[src/rtl/sefm_pkg.sv]
package sefm_pkg;

    typedef enum logic [1:0] {
        MODE_SF     = 2'b00,
        MODE_ESF    = 2'b01,
        MODE_E1     = 2'b10,
        MODE_E1_ALT = 2'b11
    } frm_mode_e;

    localparam logic [1:0] ADDR_FA_LO = 2'd0;
    localparam logic [1:0] ADDR_FA_HI = 2'd1;
    localparam logic [1:0] ADDR_SEF   = 2'd2;

    function automatic int max3(input int a, input int b, input int c);
        int m;
        m = (a > b) ? a : b;
        return (m > c) ? m : c;
    endfunction

endpackage

[src/rtl/sefm_sat_counter.sv]
module sefm_sat_counter #(
    parameter int W = 8
) (
    input  logic         clk,
    input  logic         rst_n,
    input  logic         clr,
    input  logic         inc,
    output logic [W-1:0] count
);
    localparam logic [W-1:0] CNT_MAX = {W{1'b1}};

    typedef struct packed {
        logic [W-1:0] cnt;
    } cnt_st_t;

    cnt_st_t st_d, st_q;

    always_comb begin
        st_d = st_q;
        if (clr) begin
            st_d.cnt = inc ? W'(1) : '0;
        end else if (inc && st_q.cnt != CNT_MAX) begin
            st_d.cnt = st_q.cnt + W'(1);
        end
    end

    always_ff @(posedge clk or negedge rst_n) begin
        if (!rst_n) st_q <= '0;
        else        st_q <= st_d;
    end

    assign count = st_q.cnt;

    // a full counter stays full until cleared
    a_r3_no_wrap: assert property (@(posedge clk) disable iff (!rst_n)
        (count == CNT_MAX && !clr) |=> count == CNT_MAX);

    // an event that meets a clearing read survives as one
    a_r5_clear_keeps_event: assert property (@(posedge clk) disable iff (!rst_n)
        (clr && inc) |=> count == W'(1));

    // one step per event below the ceiling
    a_r2_single_step: assert property (@(posedge clk) disable iff (!rst_n)
        (!clr && inc && count != CNT_MAX) |=> count == $past(count) + W'(1));

    // no event, no clear, no change
    a_r2_hold: assert property (@(posedge clk) disable iff (!rst_n)
        (!clr && !inc) |=> $stable(count));

endmodule

[src/rtl/sefm_run_tracker.sv]
module sefm_run_tracker #(
    parameter int SF_LEN  = 6,
    parameter int ESF_LEN = 24,
    parameter int E1_LEN  = 2
) (
    input  logic       clk,
    input  logic       rst_n,
    input  logic       frame_stb,
    input  logic       fa_err,
    input  logic       lof,
    input  logic [1:0] mode,
    output logic       sef_evt
);
    import sefm_pkg::*;

    localparam int LMAX  = max3(SF_LEN, ESF_LEN, E1_LEN);
    localparam int RUN_W = $clog2(LMAX + 1);

    typedef struct packed {
        logic [RUN_W-1:0] run;
        logic [1:0]       mode;
    } trk_st_t;

    trk_st_t          st_d, st_q;
    logic [RUN_W-1:0] limit;
    logic [RUN_W-1:0] base;
    logic [RUN_W-1:0] nxt;
    logic             is_e1;

    always_comb begin
        unique case (frm_mode_e'(mode))
            MODE_SF:  limit = RUN_W'(SF_LEN);
            MODE_ESF: limit = RUN_W'(ESF_LEN);
            default:  limit = RUN_W'(E1_LEN);
        endcase
        is_e1   = mode[1];
        base    = (mode != st_q.mode) ? '0 : st_q.run;
        nxt     = base + RUN_W'(1);
        st_d    = st_q;
        st_d.mode = mode;
        st_d.run  = base;
        sef_evt = 1'b0;
        if (frame_stb) begin
            if (!fa_err) begin
                st_d.run = '0;
            end else if (nxt == limit) begin
                st_d.run = '0;
                sef_evt  = !(is_e1 && lof);
            end else begin
                st_d.run = nxt;
            end
        end
    end

    always_ff @(posedge clk or negedge rst_n) begin
        if (!rst_n) st_q <= '0;
        else        st_q <= st_d;
    end

    // an event only ever comes from an errored frame strobe
    a_r6_evt_needs_err: assert property (@(posedge clk) disable iff (!rst_n)
        sef_evt |-> (frame_stb && fa_err));

    // a good framing bit restarts the run
    a_r9_good_restarts: assert property (@(posedge clk) disable iff (!rst_n)
        (frame_stb && !fa_err) |=> st_q.run == '0);

    // the run never reaches the longest window
    a_r9_run_bounded: assert property (@(posedge clk) disable iff (!rst_n)
        st_q.run < RUN_W'(LMAX));

    // a mode change with no strobe leaves an empty run
    a_r10_mode_restarts: assert property (@(posedge clk) disable iff (!rst_n)
        (mode != st_q.mode && !frame_stb) |=> st_q.run == '0);

endmodule

[src/rtl/sefm_top.sv]
module sefm_top #(
    parameter int FA_W    = 16,
    parameter int SEF_W   = 8,
    parameter int SF_LEN  = 6,
    parameter int ESF_LEN = 24,
    parameter int E1_LEN  = 2
) (
    input  logic       clk,
    input  logic       rst_n,
    input  logic       frame_stb,
    input  logic       fa_err,
    input  logic       lof,
    input  logic [1:0] mode,
    input  logic       rd_en,
    input  logic [1:0] rd_addr,
    output logic [7:0] rd_data
);
    import sefm_pkg::*;

    localparam int HI_W = FA_W - 8;

    typedef struct packed {
        logic [7:0] hold;
    } top_st_t;

    top_st_t          st_d, st_q;
    logic [FA_W-1:0]  fa_cnt;
    logic [SEF_W-1:0] sef_cnt;
    logic             sef_evt;
    logic             fa_evt;
    logic             fa_clr;
    logic             sef_clr;

    assign fa_evt  = frame_stb && fa_err;
    assign fa_clr  = rd_en && rd_addr == ADDR_FA_LO;
    assign sef_clr = rd_en && rd_addr == ADDR_SEF;

    sefm_run_tracker #(
        .SF_LEN (SF_LEN),
        .ESF_LEN(ESF_LEN),
        .E1_LEN (E1_LEN)
    ) i_trk (
        .clk      (clk),
        .rst_n    (rst_n),
        .frame_stb(frame_stb),
        .fa_err   (fa_err),
        .lof      (lof),
        .mode     (mode),
        .sef_evt  (sef_evt)
    );

    sefm_sat_counter #(.W(FA_W)) i_fa_cnt (
        .clk  (clk),
        .rst_n(rst_n),
        .clr  (fa_clr),
        .inc  (fa_evt),
        .count(fa_cnt)
    );

    sefm_sat_counter #(.W(SEF_W)) i_sef_cnt (
        .clk  (clk),
        .rst_n(rst_n),
        .clr  (sef_clr),
        .inc  (sef_evt),
        .count(sef_cnt)
    );

    always_comb begin
        st_d = st_q;
        if (fa_clr) begin
            st_d.hold = 8'(fa_cnt[FA_W-1:8]);
        end else if (rd_en && rd_addr == ADDR_FA_HI) begin
            st_d.hold = '0;
        end
        rd_data = '0;
        if (rd_en) begin
            unique case (rd_addr)
                ADDR_FA_LO: rd_data = fa_cnt[7:0];
                ADDR_FA_HI: rd_data = st_q.hold;
                ADDR_SEF:   rd_data = 8'(sef_cnt);
                default:    rd_data = '0;
            endcase
        end
    end

    always_ff @(posedge clk or negedge rst_n) begin
        if (!rst_n) st_q <= '0;
        else        st_q <= st_d;
    end

    // reading the low byte captures the high byte of that same count
    a_r4_hold_latch: assert property (@(posedge clk) disable iff (!rst_n)
        fa_clr |=> st_q.hold == 8'($past(fa_cnt[FA_W-1:8])));

    // the live count restarts after a low-byte read
    a_r4_low_read_clears: assert property (@(posedge clk) disable iff (!rst_n)
        (fa_clr && !fa_evt) |=> fa_cnt == '0);

    // unused address reads zero
    a_r11_unused_zero: assert property (@(posedge clk) disable iff (!rst_n)
        (rd_en && rd_addr == 2'd3) |-> rd_data == 8'd0);

    initial begin
        a_fa_width: assert (HI_W >= 1 && HI_W <= 8);
    end

endmodule

[config.mk]
export PLATFORM = sky130hd
export DESIGN_NAME = sefm_top
export DESIGN_NICKNAME = d
export VERILOG_FILES = /design/src/rtl/sefm_pkg.sv /design/src/rtl/sefm_sat_counter.sv /design/src/rtl/sefm_run_tracker.sv /design/src/rtl/sefm_top.sv
export SDC_FILE = /design/constraint.sdc
export NUM_CORES = 1
export LEC_CHECK = 0
export BUFFER_PORTS_ARGS = -buffer_cell sky130_fd_sc_hd__buf_2
export CELL_PAD_IN_SITES_DETAIL_PLACEMENT = 0
export CELL_PAD_IN_SITES_GLOBAL_PLACEMENT = 2
export CORE_UTILIZATION = 40
export CTS_BUF_LIST = sky130_fd_sc_hd__clkbuf_8 sky130_fd_sc_hd__clkbuf_16
export CTS_CLUSTER_DIAMETER = 100
export DETAILED_ROUTE_END_ITERATION = 10
export GPL_ROUTABILITY_DRIVEN = 0
export PLACE_DENSITY_LB_ADDON = 0.1
export SYNTH_ARGS = -nofsm -noshare
export SYNTH_HDL_FRONTEND = slang
export SYNTH_SLANG_ARGS = --single-unit
[constraint.sdc]
create_clock -name clk -period 5.1 [get_ports clk]
set_input_delay 1.53 -clock clk [delete_from_list [all_inputs] [get_ports clk]]
set_output_delay 1.53 -clock clk [all_outputs]
set_load 0.005 [all_outputs]
==> results.md, run 1 <==
* N_diodes at 0
* Unrepaired setup endpoints after global routing: no
* Top sig layer: met4
* Global-route wire length before repair at 9550 um
* Synth Warn # at 0
* Initial Util at 41.2%
* Util after Layout at 44.8%
* Worst Skew at 0.00496 ns
* Final hold vios at 0
* Routed wl met2 at 2550 um
* Post-Synthesis Net Count at 290
* Final worst slack at 0.769 ns
* Gate Count Post-Synth at 277
* DP Area at 0.00255 mm2
* CTS max path bufs at 2
* Setup violators final at 0
* Post-synth design cell area at 0.00243 mm2
* Count of cells resized by post-cts repair at 0
* Primary FF master, synth: dfrtp_1
* Die X at 79.9 um
* Total global-route track usage at 19.3%
* Vias in the first global route at 1984
* Final period util at 84.9%
* CTS buffer count at 5
* Drt first-iter violations at 65
* Dpl cells at 358
* CTS HTree Levels at 2
* Leakage at 1.14 nW
* Total core area at 0.00589 mm2
* Min Hold Slack at 0.487 ns
* Layout cells sized above 1 at 12.4%
* Post-CTS setup buffers at 0
* Max-Slew Margin vs Limit at 30.7%
* MaxCap Viol Count at 0
* Peak supply drop at 117 uV
* Pre-CTS WS at 0.686 ns
* Row count at 28
* Status: finished clean
* Slew Limit Fails at 0
* Remaining Overflow, GRT at 0
* Final non-filler cell total at 366
* Vias per cell at 5.48
* Arr. time, crit path at 2.80 ns
* Critical path type: primary input to primary output
* WL met3 at 176 um
* Met1 wire length at 2760 um
* DRC Markers at 0
* DP Wirelength at 3960 um
* CTS tree: built
* Worst Setup Start Kind: primary input
* Pre-antenna DRT Iters at 4
* Worst-skew pair later-pin latency at 0.28 ns
* Vias at 2006
* Post-route cell area at 0.00264 mm2
* Overall Power at 583 uW
* Critical path capture point type: primary output
* Fin crit period at 4.33 ns
* Final nets at 303
* PortBufs at 17
* Pwr Density at 221 mW/mm2
* HP Class: flop to flop
* Peak Freq at 231 MHz
* Average wire per standard cell at 15.1 um
* Die H at 79.9 um
* Post-synth ARST share at 100%
* Count of flip-flops with a built-in enable after synthesis at 0
* Cts hold-fix bufs at 0
* Flip-flop and latch count after synthesis at 39
* IO Pins at 18
* Pin count of the biggest net entering global routing at 40
* CTS root buffer: clkbuf_8
* Synthesized area per cell at 8.76 um2
* Area delta synth->final at 8.61%
* Slew @ Worst Pin at 1.04 ns
* Drt total wl at 5520 um
* Clk sinks at 39
* CP Max Fanout at 22
* Clk pin slew, worst setup/hold paths at 0.07 ns
* WP data required at 3.57 ns
* Seq/Total Area, Yosys at 40.2%
* Synth cell types at 53
* Setup TNS at 0 ns
* Routed Antenna Nets at 0
* Antenna violations before repair at 0
* Total Die Area at 0.00638 mm2
cells in the final DEF (no fill, tap or decap), drive strengths merged, types with 3 or more instances in the layout:
cell / Yosys / final
xnor2: 4 / 4
mux2i: 10 / 10
dfrtp: 39 / 39
nor2b: 4 / 4
and3: 8 / 8
buf: 4 / 17
nand3: 15 / 15
nand3b: 3 / 3
xor2: 7 / 7
o21ai: 24 / 24
and2: 11 / 11
ha: 3 / 3
or3: 5 / 5
nor2: 23 / 23
o31ai: 5 / 5
clkbuf: 7 / 5
nor4: 3 / 3
inv: 5 / 7
nor3: 3 / 3
o211ai: 4 / 4
a21oi: 12 / 12
o21a: 4 / 4
nand2b: 9 / 9
nand2: 36 / 36
nand4: 6 / 6
critical path: stages:
cell and delay [ns]:
buf_2 0.29, nor2b_1 0.51, nand2_1 0.12, o21ai_0 0.09, and2_1 0.15, buf_2 0.11
registers in the layout, summed over array words and instances, names as in the netlist:
name             count
i_fa_cnt.count      16
i_sef_cnt.count      8
st_q                 8
i_trk.st_q           7
cell usage after synthesis (2+ instances only):
library cell  instances  share of area, %
nor2b_1               4               1.0
ha_1                  3               1.5
nor2_1               23               3.6
nor3_1                3              0.62
dfrtp_1              39                40
clkbuf_1              7               1.1
nand2b_1              9               2.3
xor2_1                7               2.5
o31ai_1               5               1.5
a21oi_1              12               2.5
xnor2_1               3               1.1
o21a_1                3              0.93
or2_2                 2              0.52
o21ai_0              23               4.7
mux2i_1              10               4.1
o211ai_1              4               1.2
nor4_1                2              0.52
buf_2                 2              0.41
inv_1                 5              0.77
nand2_1              36               5.6
o221ai_1              2              0.72
and2_1               10               2.6
nand3b_1              3              0.93
nand3_1              15               3.1
or3_1                 5               1.3
nand4_1               6               1.5
and3_1                8               2.1
power breakdown:
part / total (mW) / leakage, nW / internal (mW) / switching, mW
clock network: 0.197 / 0.0505 / 0.0920 / 0.105
logic: 0.0588 / 0.558 / 0.0209 / 0.0379
registers: 0.328 / 0.536 / 0.317 / 0.0109
total: 0.583 / 1.14 / 0.430 / 0.154
final cells by class:
cell class | instances | area [um2]
Fill cell | 596 | 3250
Multi-Input combinational cell | 222 | 1380
Sequential cell | 39 | 976
Tap cell | 75 | 93.8
Timing Repair Buffer | 17 | 85.1
Clock buffer | 5 | 68.8
Inverter | 5 | 18.8
Clock inverter | 3 | 12.5
per-layer routing:
| metal | track usage [%] | vias up |
|---|---|---|
| li1 | - | 1023 |
| met1 | 25.0 | 954 |
| met2 | 33.0 | 25 |
| met3 | 3.54 | 4 |
| met4 | 4.82 | 0 |
| met5 | 0 | - |
path summary, 6_finish.rpt:
path / start / endpoint / slack, ns / cells after the start
max in group asynchronous: rst_n / st_q[7]$_DFFE_PN0P_ / 3.14 / 1
min in group asynchronous: rst_n / i_trk.st_q[6]$_DFF_PN0_ / 1.37 / 1
worst min register to register: st_q[5]$_DFFE_PN0P_ / st_q[5]$_DFFE_PN0P_ / 0.49 / 2
worst max register to register: i_trk.st_q[1]$_DFF_PN0_ / i_sef_cnt.count[4]$_DFFE_PN0P_ / 1.92 / 10
worst max-delay path: rd_addr[0] / rd_data[3] / 0.77 / 6
worst min-delay path: st_q[5]$_DFFE_PN0P_ / st_q[5]$_DFFE_PN0P_ / 0.49 / 2
cells by family after synthesis:
group	after synthesis	synth area share (%)
simple gates	134	29.0
compound gates	64	17.9
flops	39	40.2
buf+inv	16	2.89
xor+xnor	11	4.28
mux	10	4.13
fa+ha+maj	3	1.55
Note: power is estimated with default switching activity, not from simulation.
==> run 2, diff against run 1 <==
CORE_UTILIZATION = 37   (was 40)
clock period = 4.1 ns   (was 5.1 ns; I/O delays follow)
==> results.md, run 2 (synthesis gave the netlist of run 1 again) <==
* Leakage at 1.16 nW (+1.2%)
* Worst Skew at 0.00692 ns (+0.00196 ns)
* Average wire per standard cell at 15.5 um (+3.0%)
* Sequential Area at 976 um2 (unchanged)
* Dpl cells at 363 (+1.4%)
* Commonest non-fill, non-tap cells in the layout: dfrtp_1, nand2_1, nor2_1, o21ai_0, buf_2
* Largest stage delay, worst path at 0.51 ns (about the same)
* CTS root buffer: clkbuf_8
* CP Cell Sequence: buf_2 -> and2_1 -> o21a_1 -> and2_1 -> ha_1 -> or3_1 -> a21boi_2 -> o21a_2 -> o2111ai_2 -> or4_1 -> a21oi_1
* Peak Freq at 272 MHz
* Routing usage on met1 at 23.1% (-1.9 points)
* CTS HTree Levels at 2 (unchanged)
* Drt first-iter violations at 70 (+7.7%)
* Buf/Inv on CP at 1 (-1)
* Commonest non-fill, non-tap cell in the layout: dfrtp_1
* Top Usage Layer GRT: met2
* Status: finished clean
* CTS max path bufs at 2 (unchanged)
* WP data required at 4.31 ns (+0.74 ns)
* Total Die Area at 0.00688 mm2 (+7.9%)
* Filler cells at 659 (+11%)
* Max FFs per register at 16 (unchanged)
* Post-CTS setup buffers at 0 (unchanged)
* Slew Limit Fails at 0 (unchanged)
* Final nets at 306 (+0.99%)
* Worst-skew pair later-pin latency at 0.29 ns (about the same)
* Remaining Overflow, GRT at 0 (unchanged)
* Post-route cell area at 0.00269 mm2 (+1.9%)
* Vias at 2021 (+0.75%)
* DP Area at 0.00258 mm2 (+0.98%)
* IO Pins at 18 (unchanged)
* Final non-filler cell total at 370 (+1.1%)
* Pin count of the biggest net entering global routing at 40 (unchanged)
* Pwr Density at 297 mW/mm2 (+34%)
* Delay-heaviest family, CP: simple AND/OR/NAND/NOR gates
* Peak supply drop at 175 uV (+50%)
* Count of cells resized by post-cts repair at 0 (unchanged)
* Critical Path Slowest Stage Cell: or4_1
* Setup TNS at 0 ns (unchanged)
* Global-route wire length before repair at 10100 um (+5.8%)
* Initial Util at 38.2% (-3.0 points)
* Slew @ Worst Pin at 0.894 ns (-0.142 ns)
* Total global-route track usage at 18.3% (-0.98 points)
* Final period util at 89.8%
* Critical path capture point type: flop
* DP Wirelength at 4180 um (+5.6%)
* HP Class: flop to flop
* Die X at 83.0 um (+3.9%)
* Min Hold Slack at 0.485 ns (-0.00238 ns)
* CTS tree: built
* Final hold vios at 0 (unchanged)
* Cts hold-fix bufs at 0 (unchanged)
* CTS buffer count at 5 (unchanged)
* MaxCap Viol Count at 0 (unchanged)
* Worst Setup Start Kind: primary input
* Antenna violations before repair at 0 (unchanged)
* Drt total wl at 5750 um (+4.1%)
* Critical path type: primary input to flop
* Max-Slew Margin vs Limit at 40.4% (+9.7 points)
* Arr. time, crit path at 3.89 ns (+1.09 ns)
* Overall Power at 798 uW (+37%)
* Vias per cell at 5.46 (-0.34%)
* DRC Markers at 0 (unchanged)
* Clk pin slew, worst setup/hold paths at 0.07 ns (about the same)
* Die H at 83.0 um (+3.9%)
* Global Route met2 Usage at 32.3% (-0.73 points)
* Vias in the first global route at 2007 (+1.2%)
* Multi-input gate area at 0.00138 mm2 (unchanged)
* CP Max Fanout at 8 (-64%)
* Fin crit period at 3.68 ns
* Row count at 29 (+3.6%)
* PortBufs at 17 (unchanged)
* Unrepaired setup endpoints after global routing: no
* Layout cells sized above 1 at 13.7% (+1.3 points)
* Most used cell, CP: and2_1
* Grt met3 use at 3.38% (-0.16 points)
* Total core area at 0.00635 mm2 (+7.9%)
* N_diodes at 0 (unchanged)
* Routed Antenna Nets at 0 (unchanged)
* Clk sinks at 39 (unchanged)
* Setup violators final at 0 (unchanged)
* Pre-antenna DRT Iters at 4 (unchanged)
* Area delta synth->final at 10.7%
run 2: cell types whose count changed in the layout (fill, tap and decap cells not counted):
| cell | before | now |
|---|---|---|
| buf_4 | 0 | 3 |
| bufinv_16 | 0 | 1 |
| clkinv_2 | 1 | 0 |
| clkinvlp_4 | 0 | 1 |
| inv_1 | 7 | 5 |
run 2: per-stage QoR:
step	util [%]	worst slack, ns
6_report	42.3	0.419
5_1_grt	42.3	0.270
4_1_cts	42.3	0.405
3_5_place_dp	40.6	0.121
3_3_place_gp	40.6	0.144
2_1_floorplan	-	0.479
run 2: layout make-up:
type | instances | area share [%]
inverters | 5 | 0.699
well taps | 77 | 3.59
clock buffers | 5 | 2.56
clock inverters | 2 | 1.40
repair buffers | 20 | 4.01
multi-input cells | 222 | 51.4
flip-flops and latches | 39 | 36.3
run 2: per-layer routing:
layer  part of all wire (%)  routed length (um)
met1                     48                2790
met3                    2.2                 125
met2                     48                2790
met4                   0.90                  52
met5                      0                   0
run 2: where the power goes:
group	switching [mW]	internal, mW
clock	0.137	0.178
combinational	0.0487	0.0270
sequential	0.0142	0.394
total	0.200	0.599
run 2: final timing paths:
path / slack (ns) / end / depth (start not counted) / startpoint
hold / removal: 0.49 / st_q[2]$_DFFE_PN0P_ / 2 / st_q[2]$_DFFE_PN0P_
hold reg to reg: 0.49 / st_q[2]$_DFFE_PN0P_ / 2 / st_q[2]$_DFFE_PN0P_
min in group asynchronous: 1.06 / i_trk.st_q[1]$_DFF_PN0_ / 1 / rst_n
max in group asynchronous: 2.48 / i_sef_cnt.count[1]$_DFFE_PN0P_ / 1 / rst_n
setup / recovery: 0.42 / i_sef_cnt.count[4]$_DFFE_PN0P_ / 11 / mode[0]
setup reg to reg: 1.05 / i_sef_cnt.count[4]$_DFFE_PN0P_ / 10 / i_trk.st_q[1]$_DFF_PN0_
run 2: worst min-delay path: stages (launching register included):
cell and delay [ns]:
dfrtp_1 0.35, nand2_1 0.05, o31ai_1 0.05
==> run 3, diff against run 2 <==
MAX_ROUTING_LAYER = met4   (was not set)
==> results.md, run 3 (synthesis gave the netlist of run 1 again) <==
* Pwr Density at 297 mW/mm2 (about the same)
* Antenna violations before repair at 0 (unchanged)
* Cts hold-fix bufs at 0 (unchanged)
* Arr. time, crit path at 3.89 ns (about the same)
* Vias in the first global route at 2005 (-0.10%)
* Worst Skew at 0.00676 ns (-0.000164 ns)
* Final hold vios at 0 (unchanged)
* HP Class: flop to flop
* Die H at 83.0 um (unchanged)
* CTS root buffer: clkbuf_8
* Slew Limit Fails at 0 (unchanged)
* Total core area at 0.00635 mm2 (unchanged)
* Critical path capture point type: flop
* Unrepaired setup endpoints after global routing: no
* Overall Power at 798 uW (about the same)
* Final nets at 306 (unchanged)
* Slew @ Worst Pin at 0.898 ns (+0.00347 ns)
* Critical path type: primary input to flop
* Vias at 2006 (-0.74%)
* Worst Setup Start Kind: primary input
* CTS HTree Levels at 2 (unchanged)
* Total Die Area at 0.00688 mm2 (unchanged)
* Count of cells resized by post-cts repair at 0 (unchanged)
* Clk pin slew, worst setup/hold paths at 0.07 ns (about the same)
* Clk sinks at 39 (unchanged)
* Pin count of the biggest net entering global routing at 40 (unchanged)
* N_diodes at 0 (unchanged)
* CP Max Fanout at 8 (unchanged)
* Pre-antenna DRT Iters at 4 (unchanged)
* MaxCap Viol Count at 0 (unchanged)
* Peak Freq at 272 MHz (+0.14%)
* Fin crit period at 3.68 ns (-0.00515 ns)
* Post-CTS setup buffers at 0 (unchanged)
* Final period util at 89.7% (-0.13 points)
* Worst-skew pair later-pin latency at 0.29 ns (about the same)
* Post-route cell area at 0.00269 mm2 (unchanged)
* Max FFs per register at 16 (unchanged)
* Average wire per standard cell at 15.5 um (-0.43%)
* Area delta synth->final at 10.7% (unchanged)
* Commonest non-fill, non-tap cells in the layout: dfrtp_1, nand2_1, nor2_1, o21ai_0, buf_2
* Commonest non-fill, non-tap cell in the layout: dfrtp_1
* Initial Util at 38.2% (unchanged)
* Max-Slew Margin vs Limit at 40.1% (-0.23 points)
* Drt first-iter violations at 69 (-1.4%)
* Die X at 83.0 um (unchanged)
* Peak supply drop at 175 uV (about the same)
* Remaining Overflow, GRT at 0 (unchanged)
* Row count at 29 (unchanged)
* DP Wirelength at 4180 um (unchanged)
* DP Area at 0.00258 mm2 (unchanged)
* WP data required at 4.31 ns (about the same)
* Layout cells sized above 1 at 13.7% (unchanged)
* CTS buffer count at 5 (unchanged)
* PortBufs at 17 (unchanged)
* Util after Layout at 42.3% (unchanged)
* CTS tree: built
* DRC Markers at 0 (unchanged)
* Setup violators final at 0 (unchanged)
* Routed Antenna Nets at 0 (unchanged)
* Total global-route track usage at 18.9% (+0.55 points)
* Leakage at 1.16 nW (unchanged)
* Global-route wire length before repair at 10100 um (+0.14%)
* CTS max path bufs at 2 (unchanged)
* IO Pins at 18 (unchanged)
* Status: finished clean
* Vias per cell at 5.42 (-0.74%)
* Setup TNS at 0 ns (unchanged)
* Drt total wl at 5720 um (-0.43%)
[run 3: cell counts in the layout (fill, tap and decap cells not counted)]
No cell type changed its count.
[run 3: layout make-up]
cell class | count | area, um2
fillers | 659 | 3660
multi-input cells | 222 | 1380
well taps | 77 | 96.3
inverters | 5 | 18.8
repair buffers | 20 | 108
clock buffers | 5 | 68.8
flip-flops and latches | 39 | 976
clock inverters | 2 | 37.5
[run 3: per-stage QoR]
step | hold slack (ns) | setup WS [ns] | std cells
global route | 0.501 | 0.265 | 370
detailed placement | 0.471 | 0.121 | 363
finish | 0.485 | 0.424 | 370
CTS | 0.490 | 0.405 | 370
floorplan | 0.448 | 0.479 | 277
global placement | 0.466 | 0.144 | 363
[run 3: routing by layer]
| metal | wire length [um] | global-route usage [%] | up-vias |
|---|---|---|---|
| met1 | 2780 | 23.1 | 955 |
| li1 | - | - | 1029 |
| met4 | 52 | 4.55 | 0 |
| met5 | 0 | - | - |
| met3 | 118 | 3.38 | 7 |
| met2 | 2770 | 32.4 | 15 |
[run 3: critical path, cell delays in order]
cell and delay, ns:
buf_2 0.13, and2_1 0.19, o21a_1 0.21, and2_1 0.19, ha_1 0.34, or3_1 0.40, a21boi_2 0.16, o21a_2 0.17
o2111ai_2 0.20, or4_1 0.51, a21oi_1 0.14
[run 3: worst paths after layout]
check	start	end	slack, ns	cells past startpoint
setup reg to reg	i_trk.st_q[1]$_DFF_PN0_	i_sef_cnt.count[4]$_DFFE_PN0P_	1.05	10
hold reg to reg	st_q[2]$_DFFE_PN0P_	st_q[2]$_DFFE_PN0P_	0.48	2
max in group asynchronous	rst_n	i_sef_cnt.count[1]$_DFFE_PN0P_	2.47	1
min in group asynchronous	rst_n	i_trk.st_q[1]$_DFF_PN0_	1.06	1
hold / removal	st_q[2]$_DFFE_PN0P_	st_q[2]$_DFFE_PN0P_	0.48	2
setup / recovery	mode[0]	i_sef_cnt.count[4]$_DFFE_PN0P_	0.42	11
[run 3: power breakdown]
group          leakage, nW  internal [mW]  switching [mW]
Sequential           0.536          0.394          0.0141
Clock               0.0502          0.178           0.137
Combinational        0.573         0.0270          0.0484
Total                 1.16          0.599           0.199
